File: src/rtl/led_fe_pkg.sv
package led_fe_pkg;

    typedef enum logic [1:0] {
        RA_PIXEL  = 2'd0,
        RA_DMA    = 2'd1,
        RA_IRQEN  = 2'd2,
        RA_STATUS = 2'd3
    } reg_addr_e;

    typedef enum logic {
        XS_IDLE   = 1'b0,
        XS_ACTIVE = 1'b1
    } xfer_state_e;

    localparam int unsigned GIE_BIT = 5;
    localparam int unsigned REQ_BIT = 1;
    localparam int unsigned FIN_BIT = 0;
    localparam int unsigned LVL_LSB = 10;

endpackage

File: src/rtl/led_fe_fifo.sv
module led_fe_fifo #(
    parameter int unsigned DATA_W = 32,
    parameter int unsigned DEPTH  = 32,
    localparam int unsigned PTR_W = $clog2(DEPTH),
    localparam int unsigned LVL_W = $clog2(DEPTH + 1)
) (
    input  logic              clk,
    input  logic              rst_n,
    input  logic              flush,
    input  logic              push,
    input  logic [DATA_W-1:0] push_data,
    input  logic              pop,
    output logic [DATA_W-1:0] rd_data,
    output logic [LVL_W-1:0]  level,
    output logic              empty
);

    logic [DATA_W-1:0] mem [DEPTH];
    logic [PTR_W-1:0]  wr_ptr, rd_ptr, wr_nxt, rd_nxt;
    logic [LVL_W-1:0]  count;
    logic              full, do_push, do_pop;

    assign full    = (count == LVL_W'(DEPTH));
    assign empty   = (count == '0);
    assign do_push = push & ~full & ~flush;
    assign do_pop  = pop & ~empty & ~flush;

    generate
        if (DEPTH == (1 << PTR_W)) begin : g_pow2
            assign wr_nxt = wr_ptr + 1'b1;
            assign rd_nxt = rd_ptr + 1'b1;
        end else begin : g_wrap
            assign wr_nxt = (wr_ptr == PTR_W'(DEPTH - 1)) ? '0 : wr_ptr + 1'b1;
            assign rd_nxt = (rd_ptr == PTR_W'(DEPTH - 1)) ? '0 : rd_ptr + 1'b1;
        end
    endgenerate

    always_ff @(posedge clk) begin
        if (do_push) mem[wr_ptr] <= push_data;
    end

    always_ff @(posedge clk) begin
        if (!rst_n || flush) begin
            wr_ptr <= '0;
            rd_ptr <= '0;
            count  <= '0;
        end else begin
            if (do_push) wr_ptr <= wr_nxt;
            if (do_pop)  rd_ptr <= rd_nxt;
            count <= count + LVL_W'(do_push) - LVL_W'(do_pop);
        end
    end

    assign rd_data = mem[rd_ptr];
    assign level   = count;

    p_no_overflow_r3: assert property (@(posedge clk) disable iff (!rst_n)
        count <= LVL_W'(DEPTH));
    p_drop_full_r3: assert property (@(posedge clk) disable iff (!rst_n)
        (full && push && !pop && !flush) |=> (count == LVL_W'(DEPTH)));
    p_flush_empty_r6: assert property (@(posedge clk) disable iff (!rst_n)
        flush |=> empty);

endmodule

File: src/rtl/led_fe_seq.sv
module led_fe_seq
    import led_fe_pkg::*;
#(
    parameter int unsigned LVL_W  = 6,
    parameter int unsigned TRIG_W = 5
) (
    input  logic              clk,
    input  logic              rst_n,
    input  logic              start,
    input  logic              done,
    input  logic [LVL_W-1:0]  level,
    input  logic [TRIG_W-1:0] trig,
    output logic              flush,
    output logic              req_set,
    output logic              fin_set
);

    xfer_state_e state, state_nxt;

    always_ff @(posedge clk) begin
        if (!rst_n) state <= XS_IDLE;
        else        state <= state_nxt;
    end

    always_comb begin
        state_nxt = state;
        flush     = start;
        req_set   = 1'b0;
        fin_set   = 1'b0;
        unique case (state)
            XS_IDLE: begin
                if (start) state_nxt = XS_ACTIVE;
            end
            XS_ACTIVE: begin
                req_set = (level <= LVL_W'(trig));
                fin_set = done;
                if (done && !start) state_nxt = XS_IDLE;
            end
            default: state_nxt = XS_IDLE;
        endcase
    end

    p_start_active_r6: assert property (@(posedge clk) disable iff (!rst_n)
        start |=> (state == XS_ACTIVE));
    p_done_idle_r8: assert property (@(posedge clk) disable iff (!rst_n)
        (state == XS_ACTIVE && done && !start) |=> (state == XS_IDLE));
    p_idle_hold_r8: assert property (@(posedge clk) disable iff (!rst_n)
        (state == XS_IDLE && !start) |=> (state == XS_IDLE));

endmodule

File: src/rtl/led_fe_regs.sv
module led_fe_regs
    import led_fe_pkg::*;
#(
    parameter int unsigned DATA_W = 32,
    parameter int unsigned LVL_W  = 6,
    parameter int unsigned TRIG_W = 5,
    localparam int unsigned DMA_EN_BIT = TRIG_W
) (
    input  logic              clk,
    input  logic              rst_n,
    input  logic              we,
    input  logic [1:0]        addr,
    input  logic [DATA_W-1:0] wdata,
    input  logic [LVL_W-1:0]  level,
    input  logic              fin_set,
    input  logic              req_set,
    output logic              push,
    output logic [DATA_W-1:0] push_data,
    output logic              dma_en,
    output logic [TRIG_W-1:0] trig,
    output logic [DATA_W-1:0] rdata,
    output logic              irq
);

    logic gie, req_en, fin_en;
    logic sts_fin, sts_req;
    logic clr_fin, clr_req;

    assign push      = we && (addr == RA_PIXEL);
    assign push_data = wdata;
    assign clr_fin   = we && (addr == RA_STATUS) && wdata[FIN_BIT];
    assign clr_req   = we && (addr == RA_STATUS) && wdata[REQ_BIT];

    always_ff @(posedge clk) begin
        if (!rst_n) begin
            dma_en  <= 1'b0;
            trig    <= '0;
            gie     <= 1'b0;
            req_en  <= 1'b0;
            fin_en  <= 1'b0;
            sts_fin <= 1'b0;
            sts_req <= 1'b0;
        end else begin
            if (we && addr == RA_DMA) begin
                dma_en <= wdata[DMA_EN_BIT];
                trig   <= wdata[TRIG_W-1:0];
            end
            if (we && addr == RA_IRQEN) begin
                gie    <= wdata[GIE_BIT];
                req_en <= wdata[REQ_BIT];
                fin_en <= wdata[FIN_BIT];
            end
            sts_fin <= (sts_fin & ~clr_fin) | fin_set;
            sts_req <= (sts_req & ~clr_req) | req_set;
        end
    end

    always_comb begin
        rdata = '0;
        unique case (addr)
            RA_DMA: begin
                rdata[DMA_EN_BIT]   = dma_en;
                rdata[TRIG_W-1:0]   = trig;
            end
            RA_IRQEN: begin
                rdata[GIE_BIT] = gie;
                rdata[REQ_BIT] = req_en;
                rdata[FIN_BIT] = fin_en;
            end
            RA_STATUS: begin
                rdata[LVL_LSB +: LVL_W] = level;
                rdata[REQ_BIT]          = sts_req;
                rdata[FIN_BIT]          = sts_fin;
            end
            default: rdata = '0;
        endcase
    end

    assign irq = gie & ((sts_fin & fin_en) | (sts_req & req_en));

    p_fin_set_r8: assert property (@(posedge clk) disable iff (!rst_n)
        fin_set |=> sts_fin);
    p_req_set_r7: assert property (@(posedge clk) disable iff (!rst_n)
        req_set |=> sts_req);
    p_req_source_r7: assert property (@(posedge clk) disable iff (!rst_n)
        $rose(sts_req) |-> $past(req_set));
    p_w1c_fin_r9: assert property (@(posedge clk) disable iff (!rst_n)
        (clr_fin && !fin_set) |=> !sts_fin);
    p_irq_quiet_r10: assert property (@(posedge clk) disable iff (!rst_n)
        (!sts_fin && !sts_req) |-> !irq);

endmodule

File: src/rtl/led_pixel_frontend.sv
module led_pixel_frontend #(
    parameter int unsigned DATA_W = 32,
    parameter int unsigned DEPTH  = 32,
    localparam int unsigned LVL_W  = $clog2(DEPTH + 1),
    localparam int unsigned TRIG_W = $clog2(DEPTH)
) (
    input  logic              clk,
    input  logic              rst_n,
    input  logic              bus_we,
    input  logic [1:0]        bus_addr,
    input  logic [DATA_W-1:0] bus_wdata,
    output logic [DATA_W-1:0] bus_rdata,
    input  logic              xfer_start,
    input  logic              xfer_done,
    output logic              px_valid,
    output logic [DATA_W-1:0] px_data,
    input  logic              px_pop,
    output logic              dma_req,
    output logic              irq
);

    logic              flush, push, req_set, fin_set, dma_en, empty;
    logic [DATA_W-1:0] push_data;
    logic [LVL_W-1:0]  level, free;
    logic [TRIG_W-1:0] trig;

    led_fe_regs #(.DATA_W(DATA_W), .LVL_W(LVL_W), .TRIG_W(TRIG_W)) u_regs (
        .clk(clk), .rst_n(rst_n), .we(bus_we), .addr(bus_addr), .wdata(bus_wdata),
        .level(level), .fin_set(fin_set), .req_set(req_set), .push(push),
        .push_data(push_data), .dma_en(dma_en), .trig(trig), .rdata(bus_rdata),
        .irq(irq)
    );

    led_fe_fifo #(.DATA_W(DATA_W), .DEPTH(DEPTH)) u_fifo (
        .clk(clk), .rst_n(rst_n), .flush(flush), .push(push), .push_data(push_data),
        .pop(px_pop), .rd_data(px_data), .level(level), .empty(empty)
    );

    led_fe_seq #(.LVL_W(LVL_W), .TRIG_W(TRIG_W)) u_seq (
        .clk(clk), .rst_n(rst_n), .start(xfer_start), .done(xfer_done),
        .level(level), .trig(trig), .flush(flush), .req_set(req_set),
        .fin_set(fin_set)
    );

    assign px_valid = ~empty;
    assign free     = LVL_W'(DEPTH) - level;
    assign dma_req  = dma_en && (free >= LVL_W'(trig));

    p_dma_full_r11: assert property (@(posedge clk) disable iff (!rst_n)
        (level == LVL_W'(DEPTH) && trig != '0) |-> !dma_req);
    p_valid_r2: assert property (@(posedge clk) disable iff (!rst_n)
        px_valid |-> (level != '0));

endmodule

File: config.mk
export PLATFORM = sky130hd
export DESIGN_NAME = led_pixel_frontend
export DESIGN_NICKNAME = d
export VERILOG_FILES = /design/src/rtl/led_fe_pkg.sv /design/src/rtl/led_fe_fifo.sv /design/src/rtl/led_fe_seq.sv /design/src/rtl/led_fe_regs.sv /design/src/rtl/led_pixel_frontend.sv
export SDC_FILE = /design/constraint.sdc
export NUM_CORES = 1
export LEC_CHECK = 0
export ABC_AREA = 1
export ABC_CLOCK_PERIOD_IN_PS = 5600
export BUFFER_PORTS_ARGS = -buffer_cell sky130_fd_sc_hd__buf_2
export CAP_MARGIN = 40
export CORE_ASPECT_RATIO = 0.7
export CORE_MARGIN = 3
export CORE_UTILIZATION = 25
export CTS_CLUSTER_SIZE = 12
export DETAILED_ROUTE_END_ITERATION = 10
export PLACE_DENSITY_LB_ADDON = 0.08
export SYNTH_ARGS = -nofsm -noshare
export SYNTH_HDL_FRONTEND = slang
export SYNTH_HIERARCHICAL = 1
export SYNTH_SLANG_ARGS = --single-unit
File: constraint.sdc
create_clock -name clk -period 5.6 [get_ports clk]
set_clock_uncertainty 0.1 [all_clocks]
set_input_delay 0.56 -clock clk [delete_from_list [all_inputs] [get_ports clk]]
set_output_delay 0.56 -clock clk [all_outputs]
set_load 0.02 [all_outputs]
* After elaboration in Yosys (flattened, before gate mapping) *
Memories as Yosys holds them, arrays and structs flattened. A register that Yosys moved wholly into a read port is not among the register bits.
Index checks and enable logic that the tools add are counted.

word-level totals
  memory bits (writable) = 1024
  input port bits = 40
  output and inout port bits = 67
  memories kept = 1
  register bits after elaboration = 28

memories
  name        depth  width  rd ports  clocked after Yosys merged registers in  write ports  RTL line           text
  u_fifo.mem  32     32     1         1                                        1            led_fe_fifo.sv:18  logic [DATA_W-1:0] mem [DEPTH];

cells by class
  $add $sub $neg = 5
  multiplexer cells = 13
  reduce and logical (&&, ||, !) cells = 13
  order comparisons = 2
  bitwise operators = 18
  equal/unequal tests = 4

operators by type and width
  operator                                                         number
  5-bit by 1-bit adder with 5-bit output, second input constant    2
  5-bit two-way mux                                                2
  1-bit AND                                                        9
  1-bit logical AND                                                8
  6-bit by 1-bit adder with 6-bit output                           1
  6-bit == test, second input constant                             1
  6-bit by 5-bit greater-or-equal comparator with 1-bit output     1
  6-bit by 5-bit <= comparator with 1-bit output                   1
  6-bit logical NOT                                                1
  1-bit two-way mux                                                6
  6-bit two-way mux                                                1
  1-bit inverter                                                   6
  2-bit one-hot mux with 3 select lines                            1
  6-bit by 1-bit subtractor with 6-bit output                      1
  6-bit subtractor, first input constant                           1
  2-bit == test, second input constant                             2
  1-bit one-hot mux with 2 select lines                            2
  3-bit two-way mux                                                1
  1-bit bitwise OR                                                 3
  2-bit by 1-bit == test with 1-bit output, second input constant  1
  1-bit logical NOT                                                2
  2-bit logical NOT                                                1
  1-bit logical OR                                                 1

* Depth between registers and ports, before layout *
  depth after elaboration = 6
  mapped depth = 16
  depth with buffers taken out = 16

* Hierarchy *
Netlist, hierarchy kept.

modules (own cells, without submodules)
  module              cells each  area an instance (um^2)  seq. area each (um^2)  instances
  led_fe_fifo         3631        42678.4                  31169.9                1
  led_fe_regs         150         1003.5                   220.2                  1
  led_pixel_frontend  41          227.7                    0.0                    1
  led_fe_seq          32          205.2                    20.0                   1

* Worst setup path after synthesis *
OpenSTA, ideal clock, no wires.

  kind = input to register
  start point = input port bus_addr[0]
  end point = memory u_fifo.mem[3][0], enable pin
  stages = 8
  setup slack = 1511 ps
  required time = 5039 ps
  data arrival time = 3528 ps
  path buffers = 0
  cell sequence = inv_1 -> ha_1 -> nand2_1 -> inv_1 -> nand2_1 -> nor2_2 -> inv_1 -> nor3_1

on the way
  longest elaborated chain between the ends = 6

ends and longest elaborated chain
  item                                     RTL line                  text
  start: declaration                       led_pixel_frontend.sv:10  input logic [1:0] bus_addr,
  2-bit logical NOT                        led_fe_regs.sv:29         assign push = we && (addr == RA_PIXEL);
  1-bit logical AND                        led_fe_regs.sv:29
  net push                                 led_pixel_frontend.sv:22  logic flush, push, req_set, fin_set, dma_en, empty;
  1-bit AND (2 in a row)                   led_fe_fifo.sv:25         assign do_push = push & ~full & ~flush;
  1-bit two-way mux                        led_fe_fifo.sv:39         if (do_push) mem[wr_ptr] <= push_data;
  1-bit two-way mux (implied by the code)  led_fe_fifo.sv:39
  end: declaration                         led_fe_fifo.sv:18

The timed path passes the listed nets, and every way through them passes these cells.

==> flow_summary_export.csv <==
group,metric,value,unit
outcome,outcome,"completed",
worst_hold_path,hold_path_class,"in -> reg",
logic_synthesis,yosysTopAreaCell,"edfxtp_1",
detailed_routing,viasPerCell,4.52,
logic_synthesis,yosys-top-cells-area,"edfxtp_1, nand2_1, nand3_1, dfxtp_1, buf_4",
die,die-area,0.182,mm2
timing,min_period,4.59,ns
die,start_util,25.2,%
worst_hold_path,hp-start,"xfer_start",
die,pin_count,107,
critical_path,reg2reg_to,"u_fifo/mem[22][3]$_DFFE_PP_",
worst_hold_path,min_path_cells,2,
critical_path,reg2reg_slack,1.84,ns
clock_network,worstSkewPairLatency,0.69,ns
global_routing,first_global_vias,27400,
critical_path,cpPeakStageDelay,0.78,ns
pwr,max-vdd-ir-drop,0.262,mV
critical_path,critPathLaunchType,"flop",
global_routing,grt_first_pass_wirelength,215000,um
pwr,p_int,0.0129,W
critical_path,critical_path_class,"reg -> out",
clock_network,clockBufferDepth,3,
clock_network,htree_levels,3,
logic_synthesis,syn_area_per_cell,11.4,um2
run,drv_cap,0,
finish,fin_nets,3948,
detailed_routing,drt_wl_total,152000,um
timing,slew_violations,0,
critical_path,slowest_stage,"dfxtp_4",
finish,drive_above_1_share,8.79,%
logic_synthesis,synth.yosys.seq_area_share,71.2,%
detailed_routing,antenna_left,0,
pwr,p_clk_share,39.5,%
global_routing,track_usage,16.5,%
pwr,pwr-share-comb,10.2,%
place,place_hpwl,83700,um
timing,rsz0062_at_grt,"false",
critical_path,r2r.worst_path.cells,8,
place,gp_congestion,0.715,
critical_path,path_cells,"clkinv_16 > buf_4 > nand2_1 > nand3_1 > nand3_1 > nand2_1 > nand2_1 > nand2_1 > nand2_1 > nand2_1 > buf_2",
timing,finalCritPeriodShare,81.9,%
detailed_routing,first_pass_iters,6,
global_routing,grt_max_degree,199,
die,die_w,508,um
timing,hold_viol_final,0,
place,port_buffers,86,
logic_synthesis,synth_cells,3854,
die,die_h,357,um
logic_synthesis,synth-seq-cells,1057,
critical_path,cp_top_family,"buffers and inverters",
logic_synthesis,netlist_area,0.0441,mm2
critical_path,worstReg2RegStart,"u_fifo/level[2]$_SDFF_PP0_",
clock_network,cts_sinks,1057,
pwr,p_leak,17.8,nW
clock_network,path_clk_slew,0.06,ns
logic_synthesis,synth_top_cell_area_share,69.7,%
die,core-area,0.175,mm2
detailed_routing,drt_iter0_markers,2390,
critical_path,critPathArrivalTime,3.93,ns
detailed_routing,routedWlPerCell,24.1,um
global_routing,antenna_found_initial,9,
pwr,p_per_area,347,mW/mm2
timing,fin_tns_setup,0,ns
critical_path,crit_required,4.94,ns
clock_network,cts_setup_buffers,0,
critical_path,cp_max_fo,198,
finish,synthToLayoutAreaGrowth,13.7,%
global_routing,overflow,0,
place,pre_cts_ws,1.66,ns
logic_synthesis,synth_cell_types,33,
clock_network,post_cts_resized,0,
logic_synthesis,yosysWarnings,6,
clock_network,cts_inserted_buffers,110,
clock_network,hold_buffers,0,
timing,worstMarginPinSlew,1.13,ns
clock_network,root_buffer,"clkbuf_16",
critical_path,crit_top_cell,"nand2_1",
timing,fin_ws,1.01,ns
timing,finalSetupViolations,0,
critical_path,cp_num_buf_inv,3,
worst_hold_path,hold-path-endpoint,"u_seq/state$_SDFF_PN0_",
pwr,power.switching,0.00452,W
critical_path,worst_setup_path_end_kind,"output pin",
die,core.rowCount,128,
timing,fmax,218,MHz
timing,slew_headroom,24.8,%
detailed_routing,drc,0,
clock_network,cts_tree,"built",
pwr,seqPwrFrac,50.3,%
detailed_routing,num_vias,28500,
pwr,switching_share,26.0,%
==> per-stage QoR <==
stage | std cells | total power [W] | utilization [%] | area (um2) | hold slack, ns
after floorplan | 3873 | 0.0102 | - | 44200 | 0.349
after global placement | 6093 | 0.0107 | 26.7 | 46700 | 0.381
after detailed placement | 6106 | 0.0107 | 26.9 | 47000 | 0.374
after CTS | 6300 | 0.0177 | 28.7 | 50200 | 0.00166
after global routing | 6301 | 0.0182 | 28.7 | 50200 | 0.0315
final | 6303 | 0.0174 | 28.7 | 50200 | 0.0628
==> worst max path at each step <==
stage	startpoint	end	slack (ns)	cells after the start
2_1_floorplan	bus_addr[0]	u_fifo/mem[3][0]$_DFFE_PP_	1.51	8
3_3_place_gp	flop	px_data[20]	1.62	11
3_5_place_dp	flop	px_data[20]	1.66	11
4_1_cts	flop	px_data[20]	0.87	11
5_1_grt	flop	px_data[20]	0.66	11
6_report	flop	px_data[20]	1.01	11
==> layer usage <==
metal	GRT usage (%)	wire length, um	up-vias	share of wire (%)
met1	26.5	81100	14400	53
li1	-	-	13300	-
met5	0	0	-	0
met3	2.33	6280	183	4.1
met4	3.49	3040	0	2.0
met2	22.9	61500	630	40
==> worst reg2reg max path: cells and delay by family (launching register included) <==
kind | cells | cell delay (ns)
fa+ha+maj | 1 | 0.24
simple gates | 5 | 1.89
flops | 1 | 0.50
buf+inv | 2 | 0.67
==> cell usage after synthesis, drive strengths merged <==
| library cell | instances |
|---|---|
| a21boi | 2 |
| a21o | 1 |
| a21oi | 23 |
| a31oi | 1 |
| buf | 254 |
| clkbuf | 21 |
| clkinv | 1 |
| conb | 1 |
| dfxtp | 33 |
| edfxtp | 1024 |
| fa | 1 |
| ha | 29 |
| inv | 73 |
| nand2 | 1511 |
| nand3 | 787 |
| nand4 | 4 |
| nor2 | 60 |
| nor3 | 3 |
| o21a | 1 |
| o21ai | 15 |
| o21bai | 1 |
| o31ai | 1 |
| or2 | 1 |
| xnor2 | 4 |
| xor2 | 2 |
==> power by group through the flow <==
stage	sequential (W)	combinational [W]	clock, W
3_5_place_dp	0.00892	0.00181	0
4_1_cts	0.00875	0.00182	0.00712
3_3_place_gp	0.00892	0.00182	0
5_1_grt	0.00875	0.00202	0.00743
2_1_floorplan	0.00888	0.00133	0
6_report	0.00875	0.00177	0.00687
==> state kept, by name (all words and copies together) (netlist names), named ones only <==
name	cells
u_regs/req_en	1
u_regs/trig	5
u_regs/dma_en	1
u_regs/sts_req	1
u_fifo/mem	1024
u_fifo/wr_ptr	5
u_fifo/rd_ptr	5
u_fifo/level	6
u_regs/fin_en	1
u_regs/sts_fin	1
u_seq/state	1
u_regs/gie	1
==> cell families after synthesis <==
group | synth area share (%)
compound gates | 0.564
xor+xnor | 0.119
fa+ha+maj | 0.868
buf+inv | 4.82
flops | 71.2
other cells | 0.00850
simple gates | 22.4
==> cells in the final DEF, fill, tap and decap left out, drive strengths merged <==
cell / synthesis / layout
a21boi: 2 / 2
a21o: 1 / 1
a21oi: 23 / 23
a31oi: 1 / 1
buf: 254 / 168
bufinv: 0 / 1
clkbuf: 21 / 146
clkinv: 1 / 47
clkinvlp: 0 / 1
conb: 1 / 20
dfxtp: 33 / 33
diode: 0 / 3
edfxtp: 1024 / 1024
fa: 1 / 1
ha: 29 / 29
inv: 73 / 73
nand2: 1511 / 1511
nand3: 787 / 787
nand4: 4 / 4
nor2: 60 / 60
nor3: 3 / 3
o21a: 1 / 1
o21ai: 15 / 15
o21bai: 1 / 1
o31ai: 1 / 1
or2: 1 / 1
xnor2: 4 / 4
xor2: 2 / 2
==> cell type report <==
class / count / area (um2)
well taps: 2340 / 2930
clock buffers: 146 / 2950
inverters: 74 / 323
multi-input cells: 2467 / 10900
repair buffers: 168 / 1400
diodes: 3 / 7.51
clock inverters: 48 / 258
flip-flops and latches: 1057 / 31400
fillers: 18100 / 125000
(Power assumes the default switching activity.)
